===== src/rtl/flag_cmp_pkg.sv =====
package flag_cmp_pkg;
  localparam int SEL_W     = 4;
  localparam int NUM_CONDS = 10;

  typedef enum logic [SEL_W-1:0] {
    COND_EQ  = 4'd0,
    COND_NE  = 4'd1,
    COND_LT  = 4'd2,
    COND_LE  = 4'd3,
    COND_GE  = 4'd4,
    COND_GT  = 4'd5,
    COND_LTU = 4'd6,
    COND_LEU = 4'd7,
    COND_GEU = 4'd8,
    COND_GTU = 4'd9
  } cond_e;

  typedef struct packed {
    logic v;
    logic c;
    logic z;
    logic n;
  } flags_t;
endpackage


===== src/rtl/flag_cmp_signed.sv =====
module flag_cmp_signed
  import flag_cmp_pkg::*;
(
  input  flags_t fl,
  output logic   lt,
  output logic   le,
  output logic   ge,
  output logic   gt
);
  logic order_neg;

  // wrap-corrected sign of the difference
  always_comb begin
    order_neg = fl.n ^ fl.v;
    lt        = order_neg;
    le        = order_neg | fl.z;
    ge        = ~order_neg;
    gt        = ~(order_neg | fl.z);
  end
endmodule


===== src/rtl/flag_cmp_unsigned.sv =====
module flag_cmp_unsigned
  import flag_cmp_pkg::*;
(
  input  flags_t fl,
  output logic   ltu,
  output logic   leu,
  output logic   geu,
  output logic   gtu
);
  logic borrow;

  // carry-out of A + ~B + 1 is low exactly when a borrow occurred
  always_comb begin
    borrow = ~fl.c;
    ltu    = borrow;
    leu    = borrow | fl.z;
    geu    = ~borrow;
    gtu    = ~(borrow | fl.z);
  end
endmodule


===== src/rtl/flag_cmp_select.sv =====
module flag_cmp_select #(
  parameter int N     = 10,
  parameter int SEL_W = 4
) (
  input  logic [N-1:0]     rel_vec,
  input  logic [SEL_W-1:0] sel,
  output logic             hit
);
  logic [N-1:0] match;

  for (genvar i = 0; i < N; i++) begin : g_dec
    assign match[i] = (sel == i[SEL_W-1:0]) & rel_vec[i];
  end

  // codes with no matching slot leave every term low
  assign hit = |match;
endmodule


===== src/rtl/flag_cmp_eval.sv =====
module flag_cmp_eval
  import flag_cmp_pkg::*;
#(
  parameter bit REGISTERED = 1'b1
) (
  input  logic             clk,
  input  logic             rst,
  input  logic             flag_v,
  input  logic             flag_c,
  input  logic             flag_z,
  input  logic             flag_n,
  input  logic [SEL_W-1:0] cond_sel,
  output logic             holds
);
  flags_t               fl;
  logic                 s_lt, s_le, s_ge, s_gt;
  logic                 u_lt, u_le, u_ge, u_gt;
  logic [NUM_CONDS-1:0] rel_vec;
  logic                 hit;

  assign fl = '{v: flag_v, c: flag_c, z: flag_z, n: flag_n};

  flag_cmp_signed u_signed (
    .fl (fl), .lt (s_lt), .le (s_le), .ge (s_ge), .gt (s_gt)
  );

  flag_cmp_unsigned u_unsigned (
    .fl (fl), .ltu (u_lt), .leu (u_le), .geu (u_ge), .gtu (u_gt)
  );

  // slot index equals the condition code
  always_comb begin
    rel_vec           = '0;
    rel_vec[COND_EQ]  = fl.z;
    rel_vec[COND_NE]  = ~fl.z;
    rel_vec[COND_LT]  = s_lt;
    rel_vec[COND_LE]  = s_le;
    rel_vec[COND_GE]  = s_ge;
    rel_vec[COND_GT]  = s_gt;
    rel_vec[COND_LTU] = u_lt;
    rel_vec[COND_LEU] = u_le;
    rel_vec[COND_GEU] = u_ge;
    rel_vec[COND_GTU] = u_gt;
  end

  flag_cmp_select #(.N(NUM_CONDS), .SEL_W(SEL_W)) u_select (
    .rel_vec (rel_vec), .sel (cond_sel), .hit (hit)
  );

  if (REGISTERED) begin : g_reg
    logic holds_q;
    always_ff @(posedge clk) begin
      if (rst) holds_q <= 1'b0;
      else     holds_q <= hit;
    end
    assign holds = holds_q;
  end else begin : g_comb
    assign holds = hit;
  end
endmodule


===== config.mk =====
export PLATFORM = sky130hd
export DESIGN_NAME = flag_cmp_eval
export DESIGN_NICKNAME = d
export VERILOG_FILES = /design/src/rtl/flag_cmp_pkg.sv /design/src/rtl/flag_cmp_signed.sv /design/src/rtl/flag_cmp_unsigned.sv /design/src/rtl/flag_cmp_select.sv /design/src/rtl/flag_cmp_eval.sv
export SDC_FILE = /design/constraint.sdc
export NUM_CORES = 1
export LEC_CHECK = 0
export BUFFER_PORTS_ARGS = -buffer_cell sky130_fd_sc_hd__buf_2
export CAP_MARGIN = 0
export CORE_AREA = 4 4 41 43
export DETAILED_ROUTE_END_ITERATION = 8
export DIE_AREA = 0 0 45 47
export PLACE_DENSITY = 0.37
export SKIP_LAST_GASP = 1
export SLEW_MARGIN = 40
export SYNTH_ARGS = -nofsm -noshare
export SYNTH_HDL_FRONTEND = slang
export SYNTH_HIERARCHICAL = 1
export SYNTH_SLANG_ARGS = --single-unit

===== constraint.sdc =====
create_clock -name clk -period 1.9 [get_ports clk]
set_input_delay 0.285 -clock clk [delete_from_list [all_inputs] [get_ports clk]]
set_output_delay 0.285 -clock clk [all_outputs]
set_load 0.005 [all_outputs]

==> qor.yml, run 1 <==
worst_setup_path:
  crit_path_end: "holds"
  cp_top_family: "simple AND/OR/NAND/NOR gates"
  crit_path_max_incr_delay_ns: 0.48
  crit_path_start_kind: "input port"
  critPathLaunch: "flag_v"
  cp_slowest_cell: "mux4_2"
  path_buf_inv: 1
  cp.depth: 7
  end_kind: "flop"
  crit_required_ns: 1.79
  worstSetupPathType: "input port to flop"
  crit_path_max_fanout: 3
  cp_cell_sequence: "buf_2, xnor2_2, nand2b_1, mux4_2, nor3_2, and4b_1, nor2b_4"
  critPathArrivalTime_ns: 1.60
sta:
  worst_pin_slew_ns: 0.213
  relSlewSlack: 0.857
  period_needed_ns: 1.71
  setup_viol_count_final: 0
  setup_tns_ns: 0
  final_hold_viol_count: 0
  fin_crit_sh: 0.900
  final-max-slew-violation-count: 0
  rsz0062_at_grt: "false"
  fmax_mhz: 585
grt:
  grt_pass1_wl_um: 655
  antenna_found_initial: 0
  grt_overflow: 0
  first_global_vias: 155
  grt_use_total: 0.0379
  grt_max_degree: 7
drt:
  drtIter0Drc: 0
  routed_wirelength_um: 384
  wl_met3_um: 63
  via_count: 167
  wl_per_cell_um: 8.73
  post-route-drc-count: 0
  firstDrtPassIters: 1
  highest_layer: "met3"
  met1_length_um: 170
  wl_met2_um: 150
  via_per_inst: 3.80
  detail-route-antenna-nets: 0
place:
  gp_congestion: 0.780
  hpwlAfterDp_um: 356
  numPlacedInstances: 44
  port_buffers: 10
clocking:
  ctsResizeCount: 0
  cts.clk_slew.worst_paths_ns: 0
  cts_setup_buffers: 0
  cts-hold-fix-buffers: 0
floorplan:
  coreArea_um2: 1300
  die_height_um: 47
  dieArea_um2: 2120
  die_w_um: 45
  num_io_pins: 11
  num_rows: 13
  initial_core_util: 0.145
synthesis:
  synth_cell_types: 16
  ys_seq_elements: 1
  synth.avg_cell_area_um2: 9.45
  yosysWarnings: 6
  post_synth_instance_area_um2: 189
  syn-num-nets: 30
  ys_seq_area_frac: 0.106
  synth_cells: 20
min_path:
  min_path_type: "input port to flop"
power:
  p_leak_nw: 0.121
  powerDensity_nw_per_um2: 288
  ir_drop_v: 0.0000596
cells_and_area:
  fin_nets: 41
  largest_reg_flops: 1
  antenna_cells: 0
  area_growth_pct: 32.5
  instances_no_fill: 44
  drive_gt1_frac: 0.586
run_status:
  outcome: "finished, final reports clean"
flow_run:
  cap_violations: 0
final cells by class:
type                       count  area, um2
fill                         160       1050
multi-input combinational     15        150
inverter                       3       11.3
sequential                     1       20.0
timing repair buffer          10       50.0
tap                           15       18.8
per-layer routing:
metal,global-route usage,up-vias
met5,0,-
met4,0,0
met3,0.0115,0
met2,0.0593,9
met1,0.0543,71
li1,-,87
cells in the final DEF (no fill, tap or decap):
master     n
inv_1      2
nand3b_1   1
inv_2      1
mux4_2     1
nand3_1    1
nor3_2     1
nand2b_1   2
and4b_1    1
xnor2_2    1
buf_2     10
nor2b_4    1
o31ai_1    1
dfxtp_1    1
nor2b_2    1
mux2i_1    3
nor2_2     1
synthesized netlist by cell type, drive strengths merged:
library cell / instances / area, um2
dfxtp: 1 / 20.0
xnor2: 1 / 16.3
nor3: 1 / 10.0
inv: 3 / 11.3
o31ai: 1 / 7.51
mux4: 1 / 22.5
buf: 1 / 7.51
nand2b: 2 / 12.5
and4b: 1 / 10.0
nor2: 1 / 6.26
nand3b: 1 / 7.51
nand3: 1 / 5.00
mux2i: 3 / 30.0
nor2b: 2 / 22.5
stage by stage:
stage                      util  hold slack (ns)  power [W]  worst slack (ns)  instance area [um2]
final                     0.192            0.472  0.0000720             0.189                  250
after global routing      0.192            0.483  0.0000780             0.105                  250
after CTS                 0.192            0.474  0.0000727             0.180                  250
after detailed placement  0.192            0.471  0.0000724             0.192                  250
after global placement    0.192            0.471  0.0000713             0.214                  250
after floorplan               -            0.349  0.0000528             0.399                  189
cells by family after synthesis:
logic type | count (synthesis) | synth area share
and+or+nand+nor | 9 | 0.391
muxes | 4 | 0.278
buffers and inverters | 4 | 0.0993
AOI/OAI and AO/OA | 1 | 0.0397
xor gates and xnor gates | 1 | 0.0861
DFF | 1 | 0.106
worst min path at each step:
| stage | start | end | slack, ns | depth (start not counted) |
|---|---|---|---|---|
| 3_5_place_dp | rst | holds | 0.47 | 2 |
| 2_1_floorplan | rst | holds | 0.35 | 1 |
| 6_report | rst | holds | 0.47 | 2 |
| 4_1_cts | rst | holds | 0.47 | 2 |
| 5_1_grt | rst | holds | 0.48 | 2 |
| 3_3_place_gp | rst | holds | 0.47 | 2 |
report_power, final:
part           switching (W)  internal [W]  total (W)
Clock                      0             0          0
Sequential       0.000000321     0.0000231  0.0000234
Combinational      0.0000214     0.0000273  0.0000487
Total              0.0000217     0.0000504  0.0000720
No activity file was read; power rests on OpenSTA's default activity.
==> run 2: changes to the inputs <==
--- a/config.mk
+++ b/config.mk
@@ -5,12 +5,12 @@
 export SDC_FILE = /design/constraint.sdc
 export NUM_CORES = 1
 export LEC_CHECK = 0
-export BUFFER_PORTS_ARGS = -buffer_cell sky130_fd_sc_hd__buf_2
 export CAP_MARGIN = 0
 export CORE_AREA = 4 4 41 43
 export DETAILED_ROUTE_END_ITERATION = 8
 export DIE_AREA = 0 0 45 47
-export PLACE_DENSITY = 0.37
+export DONT_BUFFER_PORTS = 1
+export PLACE_DENSITY = 0.3
 export SKIP_LAST_GASP = 1
 export SLEW_MARGIN = 40
 export SYNTH_ARGS = -nofsm -noshare
==> qor.yml, run 2 (synthesized netlist as in run 1, its figures left out) <==
power:
  powerDensity_nw_per_um2: 269  # -6.4%
  ir_drop_v: 0.0000666  # +12%
  p_leak_nw: 0.0809  # -33%
sta:
  relSlewSlack: 0.872  # +0.0152
  period_needed_ns: 1.55  # -0.158 ns
  worst_pin_slew_ns: 0.190  # -0.0234 ns
  fmax_mhz: 644  # +10%
  fin_crit_sh: 0.817  # -0.0832
  rsz0062_at_grt: "false"
  final_hold_viol_count: 0  # unchanged
  final-max-slew-violation-count: 0  # unchanged
  setup_tns_ns: 0  # unchanged
  setup_viol_count_final: 0  # unchanged
  worst_slack_ns: 0.348  # +0.158 ns
grt:
  grt_use_total: 0.0409  # +0.00309
  grt_overflow: 0  # unchanged
  grt_max_degree: 7  # unchanged
  grt_pass1_wl_um: 662  # +1.1%
  antenna_found_initial: 0  # unchanged
  first_global_vias: 157  # +1.3%
place:
  port_buffers: 0  # -10
  pre_cts_ws_ns: 0.335  # +0.142 ns
  gp_congestion: 0.606  # -22%
  numPlacedInstances: 34  # -23%
  hpwlAfterDp_um: 359  # +0.84%
  dpl_cell_area_um2: 200  # -20%
worst_setup_path:
  end_kind: "flop"
  crit_path_max_fanout: 3  # unchanged
  critPathArrivalTime_ns: 1.44  # -0.16 ns
  crit_path_start_kind: "input port"
  crit_required_ns: 1.79  # about the same
  worstSetupPathType: "input port to flop"
clocking:
  ctsResizeCount: 0  # unchanged
  cts_setup_buffers: 0  # unchanged
  cts-hold-fix-buffers: 0  # unchanged
  cts.clk_slew.worst_paths_ns: 0  # unchanged
min_path:
  min_path_type: "input port to flop"
  hold_depth: 1  # -1
cells_and_area:
  area_growth_pct: 5.96
  fin_nets: 31  # -24%
  instances_no_fill: 34  # -23%
  final_cell_mix: "3 x mux2i_1, 2 x inv_1, 2 x nand2b_1"
  final_util: 0.154  # -0.0385
  n_fill_cell: 157  # -1.9%
  final_common_cell: "mux2i_1"
  largest_reg_flops: 1  # unchanged
  finish.instance_area_um2: 200  # -20%
  drive_gt1_frac: 0.368  # -0.218
  antenna_cells: 0  # unchanged
drt:
  via_per_inst: 4.00  # +5.4%
  firstDrtPassIters: 3  # +2
  drtIter0Drc: 2  # +2
  routed_wirelength_um: 373  # -2.9%
  wl_per_cell_um: 11.0  # +26%
  detail-route-antenna-nets: 0  # unchanged
  via_count: 136  # -19%
  post-route-drc-count: 0  # unchanged
run_status:
  outcome: "finished, final reports clean"
floorplan:
  die_height_um: 47  # unchanged
  coreArea_um2: 1300  # unchanged
  num_io_pins: 11  # unchanged
  die_w_um: 45  # unchanged
  dieArea_um2: 2120  # unchanged
  num_rows: 13  # unchanged
  initial_core_util: 0.145  # unchanged
flow_run:
  cap_violations: 0  # unchanged
-- run 2: changes by cell type in the layout (fill, tap and decap cells not counted) --
cell	previous run	this run
buf_2	10	0
-- run 2: cell type report --
cell class | instances | area [um2] | share of cell area
multi-input cells | 15 | 150 | 0.750
inverters | 3 | 11.3 | 0.0562
flip-flops and latches | 1 | 20.0 | 0.100
well taps | 15 | 18.8 | 0.0938
-- run 2: critical path, stage by stage --
cell	delay, ns
xnor2_2	0.18
nand2b_1	0.07
mux4_2	0.47
nor3_2	0.10
and4b_1	0.21
nor2b_4	0.12
-- run 2: report_power, final --
part | switching [W] | total [W] | internal, W | leakage (nW)
clock | 0 | 0 | 0 | 0
sequential | 0.000000692 | 0.0000238 | 0.0000231 | 0.00828
combinational | 0.00000986 | 0.0000301 | 0.0000203 | 0.0726
-- run 2: metrics by stage --
step | total power, W | hold slack, ns
finish | 0.0000539 | 0.350
global route | 0.0000581 | 0.354
CTS | 0.0000546 | 0.351
detailed placement | 0.0000544 | 0.351
global placement | 0.0000544 | 0.351
floorplan | 0.0000528 | 0.349
-- run 2: path summary, 6_finish.rpt --
| kind | start | to | slack (ns) |
|---|---|---|---|
| setup / recovery | flag_v | holds | 0.35 |
| hold / removal | rst | holds | 0.35 |
-- run 2: metal layers --
layer / vias up / GRT usage / part of all wire
li1: 68 / - / -
met1: 58 / 0.0473 / 0.33
met4: 0 / 0 / 0
met5: - / 0 / 0
met2: 10 / 0.0621 / 0.40
met3: 0 / 0.0345 / 0.27
